## config.mk

```make
export PLATFORM = sky130hd
export DESIGN_NAME = pg_handshake_ctrl
export DESIGN_NICKNAME = d
export VERILOG_FILES = /design/src/rtl/pgh_pkg.sv /design/src/rtl/pg_wake_timer.sv /design/src/rtl/pg_nbr_port.sv /design/src/rtl/pg_handshake_ctrl.sv
export SDC_FILE = /design/constraint.sdc
export NUM_CORES = 1
export LEC_CHECK = 0
export BUFFER_PORTS_ARGS = -buffer_cell sky130_fd_sc_hd__buf_2
export CELL_PAD_IN_SITES_DETAIL_PLACEMENT = 0
export CELL_PAD_IN_SITES_GLOBAL_PLACEMENT = 1
export CORE_ASPECT_RATIO = 1.25
export CORE_MARGIN = 3
export CORE_UTILIZATION = 40
export DETAILED_ROUTE_END_ITERATION = 8
export PLACE_DENSITY = 0.92
export RECOVER_POWER = 100
export SYNTH_ARGS = -nofsm -noshare
export SYNTH_HDL_FRONTEND = slang
export SYNTH_SLANG_ARGS = --single-unit
```

## constraint.sdc

```tcl
create_clock -name clk -period 3 [get_ports clk]
set_input_delay 0.6 -clock clk [delete_from_list [all_inputs] [get_ports clk]]
set_output_delay 0.6 -clock clk [all_outputs]
set_load 0.005 [all_outputs]
```

## src/rtl/pgh_pkg.sv

```systemverilog
package pgh_pkg;

    localparam int NUM_PORTS = 4;
    localparam int PORT_N = 0;
    localparam int PORT_E = 1;
    localparam int PORT_S = 2;
    localparam int PORT_W = 3;

    typedef enum logic [1:0] {
        HS_NONE = 2'b00,
        HS_REQ  = 2'b01,
        HS_ACK  = 2'b10,
        HS_NACK = 2'b11
    } hs_msg_e;

    typedef enum logic [1:0] {
        PS_ACTIVE = 2'b00,
        PS_DRAIN  = 2'b01,
        PS_SLEEP  = 2'b10,
        PS_WAKE   = 2'b11
    } pwr_state_e;

    typedef enum logic [2:0] {
        C_ACTIVE = 3'd0,
        C_REQ    = 3'd1,
        C_DRAIN  = 3'd2,
        C_SLEEP  = 3'd3,
        C_WAKE   = 3'd4
    } ctl_state_e;

    function automatic logic [NUM_PORTS-1:0] present_mask(int row, int col, int rows, int cols);
        logic [NUM_PORTS-1:0] m;
        m[PORT_N] = (row > 0);
        m[PORT_E] = (col < cols - 1);
        m[PORT_S] = (row < rows - 1);
        m[PORT_W] = (col > 0);
        return m;
    endfunction

    // This router's ID is lower than its east and south neighbours' IDs
    function automatic bit port_wins(int p);
        return (p == PORT_E) || (p == PORT_S);
    endfunction

    function automatic pwr_state_e advertise(ctl_state_e s);
        case (s)
            C_DRAIN: return PS_DRAIN;
            C_SLEEP: return PS_SLEEP;
            C_WAKE:  return PS_WAKE;
            default: return PS_ACTIVE;
        endcase
    endfunction

endpackage

```

## src/rtl/pg_wake_timer.sv

```systemverilog
module pg_wake_timer #(
    parameter int CYCLES = 10
) (
    input  logic clk,
    input  logic rst,
    input  logic run,
    output logic done
);
    localparam int CW = $clog2(CYCLES + 1);
    localparam logic [CW-1:0] LAST = CW'(CYCLES - 1);

    logic [CW-1:0] cnt;

    always_ff @(posedge clk) begin
        if (rst || !run) begin
            cnt <= '0;
        end else if (cnt != LAST) begin
            cnt <= cnt + 1'b1;
        end
    end

    assign done = run && (cnt == LAST);
endmodule

```

## src/rtl/pg_nbr_port.sv

```systemverilog
module pg_nbr_port
    import pgh_pkg::*;
#(
    parameter bit PRESENT = 1'b1,
    parameter bit WIN     = 1'b0
) (
    input  logic       clk,
    input  logic       rst,
    input  hs_msg_e    msg_in,
    input  logic [1:0] state_in,
    input  ctl_state_e cur,
    output logic       busy_o,
    output logic       req_seen_o,
    output logic       yield_o,
    output logic       nack_o,
    output logic       ack_ok_o,
    output hs_msg_e    resp_o
);
    pwr_state_e psr_q;
    logic       ack_q;
    hs_msg_e    resp_d;
    logic       req_in;

    assign req_in = PRESENT && (msg_in == HS_REQ);

    always_comb begin
        resp_d = HS_NONE;
        if (req_in) begin
            case (cur)
                C_ACTIVE: resp_d = HS_ACK;
                C_REQ:    resp_d = WIN ? HS_NONE : HS_ACK;
                default:  resp_d = HS_NACK;
            endcase
        end
    end

    always_ff @(posedge clk) begin
        if (rst) begin
            psr_q  <= PS_ACTIVE;
            ack_q  <= 1'b0;
            resp_o <= HS_NONE;
        end else begin
            psr_q  <= PRESENT ? pwr_state_e'(state_in) : PS_ACTIVE;
            ack_q  <= PRESENT && (cur == C_REQ) && (ack_q || (msg_in == HS_ACK));
            resp_o <= resp_d;
        end
    end

    assign busy_o     = (psr_q != PS_ACTIVE);
    assign req_seen_o = req_in;
    assign yield_o    = req_in && !WIN && (cur == C_REQ);
    assign nack_o     = PRESENT && (cur == C_REQ) && (msg_in == HS_NACK);
    assign ack_ok_o   = !PRESENT || ack_q || (msg_in == HS_ACK);
endmodule

```

## src/rtl/pg_handshake_ctrl.sv

```systemverilog
module pg_handshake_ctrl
    import pgh_pkg::*;
#(
    parameter int MESH_COLS   = 4,
    parameter int MESH_ROWS   = 4,
    parameter int ROW         = 1,
    parameter int COL         = 1,
    parameter int WAKE_CYCLES = 10
) (
    input  logic       clk,
    input  logic       rst,
    input  logic       core_asleep_i,
    input  logic       router_idle_i,
    input  logic [7:0] nbr_msg_i,
    input  logic [7:0] nbr_state_i,
    output logic [7:0] nbr_msg_o,
    output logic [1:0] state_o,
    output logic       pg_en_o,
    output logic       bypass_o,
    output logic       wake_req_o
);
    localparam logic [NUM_PORTS-1:0] PRESENT = present_mask(ROW, COL, MESH_ROWS, MESH_COLS);
    localparam bit RIGHTMOST = (COL == MESH_COLS - 1);

    ctl_state_e cur, nxt;
    logic [NUM_PORTS-1:0] busy, req_seen, yield_v, nack_v, ack_ok;
    hs_msg_e resp [NUM_PORTS];
    logic wake_done, eligible;

    for (genvar p = 0; p < NUM_PORTS; p++) begin : g_port
        pg_nbr_port #(
            .PRESENT(PRESENT[p]),
            .WIN    (port_wins(p))
        ) u_port (
            .clk       (clk),
            .rst       (rst),
            .msg_in    (hs_msg_e'(nbr_msg_i[2*p +: 2])),
            .state_in  (nbr_state_i[2*p +: 2]),
            .cur       (cur),
            .busy_o    (busy[p]),
            .req_seen_o(req_seen[p]),
            .yield_o   (yield_v[p]),
            .nack_o    (nack_v[p]),
            .ack_ok_o  (ack_ok[p]),
            .resp_o    (resp[p])
        );
        assign nbr_msg_o[2*p +: 2] = (cur == C_REQ && PRESENT[p]) ? HS_REQ : resp[p];
    end

    pg_wake_timer #(.CYCLES(WAKE_CYCLES)) u_timer (
        .clk (clk),
        .rst (rst),
        .run (cur == C_WAKE),
        .done(wake_done)
    );

    assign eligible = core_asleep_i && !RIGHTMOST && !(|busy) && !(|req_seen);

    always_comb begin
        nxt = cur;
        case (cur)
            C_ACTIVE: if (eligible) nxt = C_REQ;
            C_REQ: begin
                if (!core_asleep_i || (|yield_v) || (|nack_v) || (|busy)) nxt = C_ACTIVE;
                else if (&ack_ok) nxt = C_DRAIN;
            end
            C_DRAIN: begin
                if (!core_asleep_i) nxt = C_ACTIVE;
                else if (router_idle_i) nxt = C_SLEEP;
            end
            C_SLEEP: if (!core_asleep_i) nxt = C_WAKE;
            C_WAKE:  if (wake_done && router_idle_i) nxt = C_ACTIVE;
            default: nxt = C_ACTIVE;
        endcase
    end

    always_ff @(posedge clk) begin
        if (rst) cur <= C_ACTIVE;
        else     cur <= nxt;
    end

    assign state_o    = advertise(cur);
    assign pg_en_o    = (cur == C_SLEEP);
    assign bypass_o   = (cur == C_SLEEP) || (cur == C_WAKE);
    assign wake_req_o = (cur == C_WAKE);
endmodule

```

==> qor.yml, run 1 <==
outcome:
  status: "finished, final reports clean"
clock_tree:
  ctsResizeCount: 0
  cts_hold_buf: 0
  htreeDepth: 1
  insertion_delay_ns: 0.33
  cts_tree: "yes"
  cts-root-buf: "clkbuf_4"
  cts_setup_buffers: 0
  cts_made_buffers: 3
  cts.clk_slew.worst_paths_ns: 0.14
  clockBufferDepth: 2
  numClockSinks: 27
drt:
  vias: 931
  drt_iter0_drc: 21
  drc: 0
  antenna_left: 0
  wl_per_cell_um: 12.1
  wl_um: 2270
  first_pass_iters: 2
  vias_per_cell: 4.95
synth:
  synth_nets: 142
  synth_area_um2: 1160
  syn_inst: 120
  syn_avg_cell_area_um2: 9.68
  synth-seq-cells: 27
  yosysSeqAreaShare: 0.466
  ys_types: 38
  yosysWarnings: 0
critical_path:
  reg2reg_from: "cur[0]$_SDFFE_PP0P_"
  critPathCaptureType: "output port"
  critical_path_arrival_ns: 1.84
  crit_path_max_fanout: 15
  cp.required_ns: 2.40
  regToRegSetupSlack_ns: 0.86
  reg2reg_depth: 5
  crit_end: "nbr_msg_o[7]"
  critical_path_class: "flop to output port"
  crit_start: "cur[0]$_SDFFE_PP0P_"
  timing.rr.end: "cur[0]$_SDFFE_PP0P_"
  start_kind: "flop"
pwr:
  switching_share: 0.291
  power_frac_comb: 0.226
  pwr-share-seq: 0.553
  p_total_uw: 729
  p_int_uw: 517
  leakage_uw: 0.000669
  powerDensity_nw_per_um2: 535
  ir_drop_mv: 0.227
  p_sw_uw: 212
  p_clk_frac: 0.221
floorplan:
  die_area_um2: 3590
  start_util: 0.425
  die_w_um: 54.2
  rows: 21
  core_area_um2: 2730
  die_y_um: 66.2
  num_io_pins: 33
finish:
  nets: 177
  area_delta_synth_final_pct: 17.2
  drive_gt1_frac: 0.266
  diodes: 0
  final_cell_area_um2: 1360
global_routing:
  grt_use_total: 0.139
  grt_pass1_vias: 889
  gr-total-overflow: 0
  antenna_found_initial: 0
  grt_pass1_wl_um: 3680
  grt_max_degree: 17
sta:
  finalHoldViolCount: 0
  setup_tns_ns: 0
  fin_crit_ns: 2.44
  setup_viol: 0
  slew_headroom: 0.514
  worstMarginPinSlew_ns: 0.725
  finClkSkew_ns: 0.00444
  min_period_over_period: 0.812
  slew_viol_final: 0
  holdWs_ns: 0.469
  fmax_ghz: 0.411
  rsz0062_at_grt: "false"
worst_hold_path:
  holdPathStages: 2
  hold_class: "input pin to flop"
placement:
  hpwl_um: 1720
  portBuffers: 32
  postPlaceCellArea_um2: 1360
  place_congestion: 0.781
run:
  drv_cap: 0
==> final cells by class <==
cell class	instances	area, um2
sequential	27	541
clock inverter	1	7.51
fill	289	1370
multi-input combinational	87	579
inverter	4	15.0
clock buffer	3	22.5
tap	34	42.5
timing repair buffer	32	154
==> per-stage QoR <==
| step | std cells | setup WS [ns] | util |
|---|---|---|---|
| after CTS | 188 | 0.486 | 0.507 |
| after floorplan | 120 | 1.44 | - |
| final | 188 | 0.565 | 0.498 |
| after global routing | 188 | 0.372 | 0.498 |
| after detailed placement | 184 | 0.895 | 0.496 |
| after global placement | 184 | 1.04 | 0.496 |
==> layout by cell type (no fill, tap or decap), types with 2 or more instances in the layout <==
| cell type | n |
|---|---|
| or3_1 | 2 |
| dfxtp_1 | 27 |
| nor2_1 | 12 |
| ha_1 | 2 |
| and2b_1 | 5 |
| nand3_1 | 2 |
| nor3_1 | 4 |
| buf_2 | 27 |
| or2_2 | 4 |
| xnor2_1 | 3 |
| nand3b_1 | 2 |
| a31oi_1 | 2 |
| o22ai_1 | 2 |
| clkbuf_4 | 3 |
| nand2_1 | 5 |
| o211a_1 | 4 |
| nor2b_1 | 13 |
| inv_1 | 4 |
| nand2b_1 | 5 |
| a21oi_1 | 2 |
| clkbuf_1 | 5 |
==> how the worst min path moves through the flow <==
| stage | start | endpoint |
|---|---|---|
| finish | nbr_state_i[2] | g_port[1].u_port.psr_q[0]$_SDFF_PP0_ |
| detailed placement | g_port[3].u_port.ack_q$_SDFF_PP0_ | g_port[3].u_port.ack_q$_SDFF_PP0_ |
| CTS | nbr_state_i[1] | g_port[0].u_port.psr_q[1]$_SDFF_PP0_ |
| global route | nbr_state_i[2] | g_port[1].u_port.psr_q[0]$_SDFF_PP0_ |
| global placement | g_port[3].u_port.ack_q$_SDFF_PP0_ | g_port[3].u_port.ack_q$_SDFF_PP0_ |
| floorplan | g_port[2].u_port.ack_q$_SDFF_PP0_ | g_port[2].u_port.ack_q$_SDFF_PP0_ |
==> registers in the layout, summed over array words and instances (netlist names) <==
name and flops:
g_port.u_port.psr_q 8, g_port.u_port.resp_o 8, g_port.u_port.ack_q 4, u_timer.cnt 4
cur 3
==> cell families after synthesis <==
| logic type | share of synthesized area |
|---|---|
| buffers and inverters | 0.0205 |
| DFF | 0.466 |
| AOI/OAI and AO/OA | 0.147 |
| adders and majority gates | 0.0215 |
| and+or+nand+nor | 0.316 |
| xor gates and xnor gates | 0.0302 |
==> cells in the mapped netlist <==
master / number / share of area
a31oi_2: 1 / 0.011
a31oi_1: 2 / 0.011
ha_1: 2 / 0.022
a21oi_1: 2 / 0.0086
nand4_1: 1 / 0.0054
and3b_1: 1 / 0.0075
a21oi_2: 1 / 0.0075
o211a_1: 4 / 0.034
nand3_1: 2 / 0.0086
nand3b_1: 2 / 0.013
nand2_1: 5 / 0.016
xnor2_1: 3 / 0.023
a22oi_1: 1 / 0.0065
inv_1: 4 / 0.013
a41o_1: 1 / 0.0086
o21ai_0: 1 / 0.0043
nor4_1: 1 / 0.0054
a211oi_1: 1 / 0.0065
and4_1: 1 / 0.0075
nor3b_2: 1 / 0.011
o21bai_1: 1 / 0.0065
and3_2: 1 / 0.0065
o22ai_1: 2 / 0.011
dfxtp_1: 27 / 0.47
or3b_4: 1 / 0.0097
xor2_1: 1 / 0.0075
o211ai_4: 1 / 0.018
buf_2: 1 / 0.0043
nand2b_1: 5 / 0.027
nor2b_1: 13 / 0.070
or2_2: 4 / 0.022
and2_4: 1 / 0.0075
clkbuf_1: 1 / 0.0032
and2b_1: 5 / 0.032
nor3_1: 4 / 0.017
nor2_1: 12 / 0.039
or3_1: 2 / 0.011
a311oi_2: 1 / 0.013
==> worst max-delay path, cell delays in order (launching register included) <==
cell and delay (ns):
dfxtp_1 0.48, nor3b_2 0.66, and2b_1 0.26, buf_2 0.12
==> power groups by stage <==
stage	sequential (uW)	combinational, uW	clock (uW)
finish	403	165	161
detailed placement	409	170	0
CTS	403	172	167
floorplan	404	116	0
global route	406	185	181
global placement	407	165	0
==> per-layer routing <==
metal	up-vias	global-route usage	part of all wire
li1	481	-	-
met1	429	0.154	0.41
met2	16	0.240	0.54
met3	5	0.0203	0.033
met4	0	0.0810	0.022
met5	-	0	0
(Power assumes the default switching activity.)
==> run 2, diff against run 1 <==
CORE_UTILIZATION = 37   (was 40)
PLACE_DENSITY = 0.87   (was 0.92)
clock period = 2.3 ns   (was 3 ns; I/O delays follow)
==> qor.yml, run 2 (synthesis gave the netlist of run 1 again) <==
sta:
  min_period_over_period: 0.869
  slew_viol_final: 0  # unchanged
  slew_headroom: 0.567  # was 0.514
  fmax_ghz: 0.500
  finClkSkew_ns: 0.00357  # was 0.00444 ns
  finalHoldViolCount: 0  # unchanged
  setup_tns_ns: 0  # unchanged
  final.setup.worst_slack_ns: 0.301  # was 0.565 ns
  fin_crit_ns: 2.00
  holdWs_ns: 0.339  # was 0.469 ns
  setup_viol: 0  # unchanged
  rsz0062_at_grt: "false"  # unchanged
  worstMarginPinSlew_ns: 0.649  # was 0.725 ns
critical_path:
  path_cells: "nor3b_1, buf_4, and2b_1, buf_2"  # was nor3b_2, and2b_1, buf_2
  start_kind: "flop"  # unchanged
  critical_path_arrival_ns: 1.54  # was 1.84 ns
  critical_path_class: "flop to output port"  # unchanged
  worst-path-buf-inv: 2  # was 1
  cp.required_ns: 1.84  # was 2.40 ns
  crit_path_max_fanout: 15  # unchanged
  cpMaxStageDelayCell: "dfxtp_1"  # was nor3b_2
  critPathCaptureType: "output port"  # unchanged
  critPathMaxStageDelay_ns: 0.47  # was 0.66 ns
  crit_family: "flip-flops"  # was simple AND/OR/NAND/NOR gates
finish:
  final_cell_mix: "dfxtp_1 (27), buf_2 (26), nor2b_1 (13)"  # was dfxtp_1 (27), buf_2 (27), nor2b_1 (13)
  largestRegisters: "g_port.u_port.psr_q: 8 flops, g_port.u_port.resp_o: 8 flops"  # unchanged
  diodes: 0  # unchanged
  final_cell_area_um2: 1360  # about the same
  nets: 178  # was 177
  fillCellCount: 293  # was 289
  drive_gt1_frac: 0.245  # was 0.266
  mostFrequentLayoutCell: "dfxtp_1"
  ff_latch_area_um2: 541  # unchanged
  area_delta_synth_final_pct: 17.1  # was 17.2%
  multi_input_area_um2: 573  # was 579 um2
global_routing:
  gr-total-overflow: 0  # unchanged
  top_usage_layer: "met2"  # unchanged
  grtUsageMet2: 0.237  # was 0.240
  grt_pass1_vias: 929  # was 889
  grtUsageMet3: 0.0242  # was 0.0203
  grt_use_met1: 0.139  # was 0.154
  grt_max_degree: 17  # unchanged
  grt_pass1_wl_um: 3830  # was 3680 um
  grt_use_total: 0.126  # was 0.139
  antenna_found_initial: 0  # unchanged
placement:
  place_ws_ns: 0.648  # was 0.895 ns
  postPlaceCellArea_um2: 1370  # was 1360 um2
  place_congestion: 0.754  # was 0.781
  hpwl_um: 1880  # was 1720 um
  portBuffers: 32  # unchanged
floorplan:
  die_y_um: 68.6  # was 66.2 um
  num_io_pins: 33  # unchanged
  start_util: 0.391  # was 0.425
  die_w_um: 56.1  # was 54.2 um
  core_area_um2: 2970  # was 2730 um2
  rows: 22  # was 21
  die_area_um2: 3850  # was 3590 um2
clock_tree:
  numClockSinks: 27  # unchanged
  cts_made_buffers: 3  # unchanged
  clockBufferDepth: 2  # unchanged
  cts.clk_slew.worst_paths_ns: 0.13  # was 0.14 ns
  ctsResizeCount: 0  # unchanged
  insertion_delay_ns: 0.32  # was 0.33 ns
  cts_tree: "yes"  # unchanged
  cts_setup_buffers: 0  # unchanged
  htreeDepth: 1  # unchanged
  cts-root-buf: "clkbuf_4"  # unchanged
  cts_hold_buf: 0  # unchanged
pwr:
  powerDensity_nw_per_um2: 691  # was 535 nW/um2
  ir_drop_mv: 0.338  # was 0.227 mV
  leakage_uw: 0.000667  # was 0.000669 uW
  p_total_uw: 939  # was 729 uW
drt:
  drt_iter0_drc: 23  # was 21
  vias_per_cell: 5.13  # was 4.95
  wl_um: 2300  # was 2270 um
  vias: 979  # was 931
  wl_per_cell_um: 12.0  # was 12.1 um
  antenna_left: 0  # unchanged
  first_pass_iters: 4  # was 2
  drc: 0  # unchanged
worst_hold_path:
  hold_class: "input pin to flop"  # unchanged
run:
  drv_cap: 0  # unchanged
outcome:
  status: "finished, final reports clean"  # unchanged
-- run 2: cell types whose count changed in the layout (fill, tap and decap cells not counted), sizes merged --
cell	delta
clkbuf	+2
clkinvlp	-1
-- run 2: report_power, final --
group / internal (uW) / switching (uW) / leakage [uW] / total, uW
sequential: 497 / 25.1 / 0.000221 / 522
combinational: 113 / 109 / 0.000431 / 221
clock: 67.9 / 129 / 0.0000150 / 197
-- run 2: worst paths after layout --
kind | from | endpoint | slack (ns) | cells past startpoint
setup / recovery | cur[0]$_SDFFE_PP0P_ | nbr_msg_o[7] | 0.30 | 4
hold / removal | nbr_state_i[7] | g_port[3].u_port.psr_q[1]$_SDFF_PP0_ | 0.34 | 2
setup reg to reg | cur[0]$_SDFFE_PP0P_ | cur[0]$_SDFFE_PP0P_ | 0.50 | 6
hold reg to reg | g_port[0].u_port.ack_q$_SDFF_PP0_ | g_port[0].u_port.ack_q$_SDFF_PP0_ | 0.52 | 1
-- run 2: metrics by stage --
stage                util  instances
floorplan               -        120
global placement    0.459        187
detailed placement  0.459        187
CTS                 0.468        191
global route        0.457        191
finish              0.457        191
-- run 2: per-layer routing --
layer | up-vias | share of wire
li1 | 485 | -
met1 | 462 | 0.41
met2 | 28 | 0.52
met3 | 4 | 0.054
met4 | 0 | 0.017
met5 | - | 0
-- run 2: cell type report --
type,count,area share
timing repair buffer,33,0.118
tap,36,0.0331
clock buffer,4,0.0193
inverter,4,0.0110
sequential,27,0.397
multi-input combinational,87,0.421
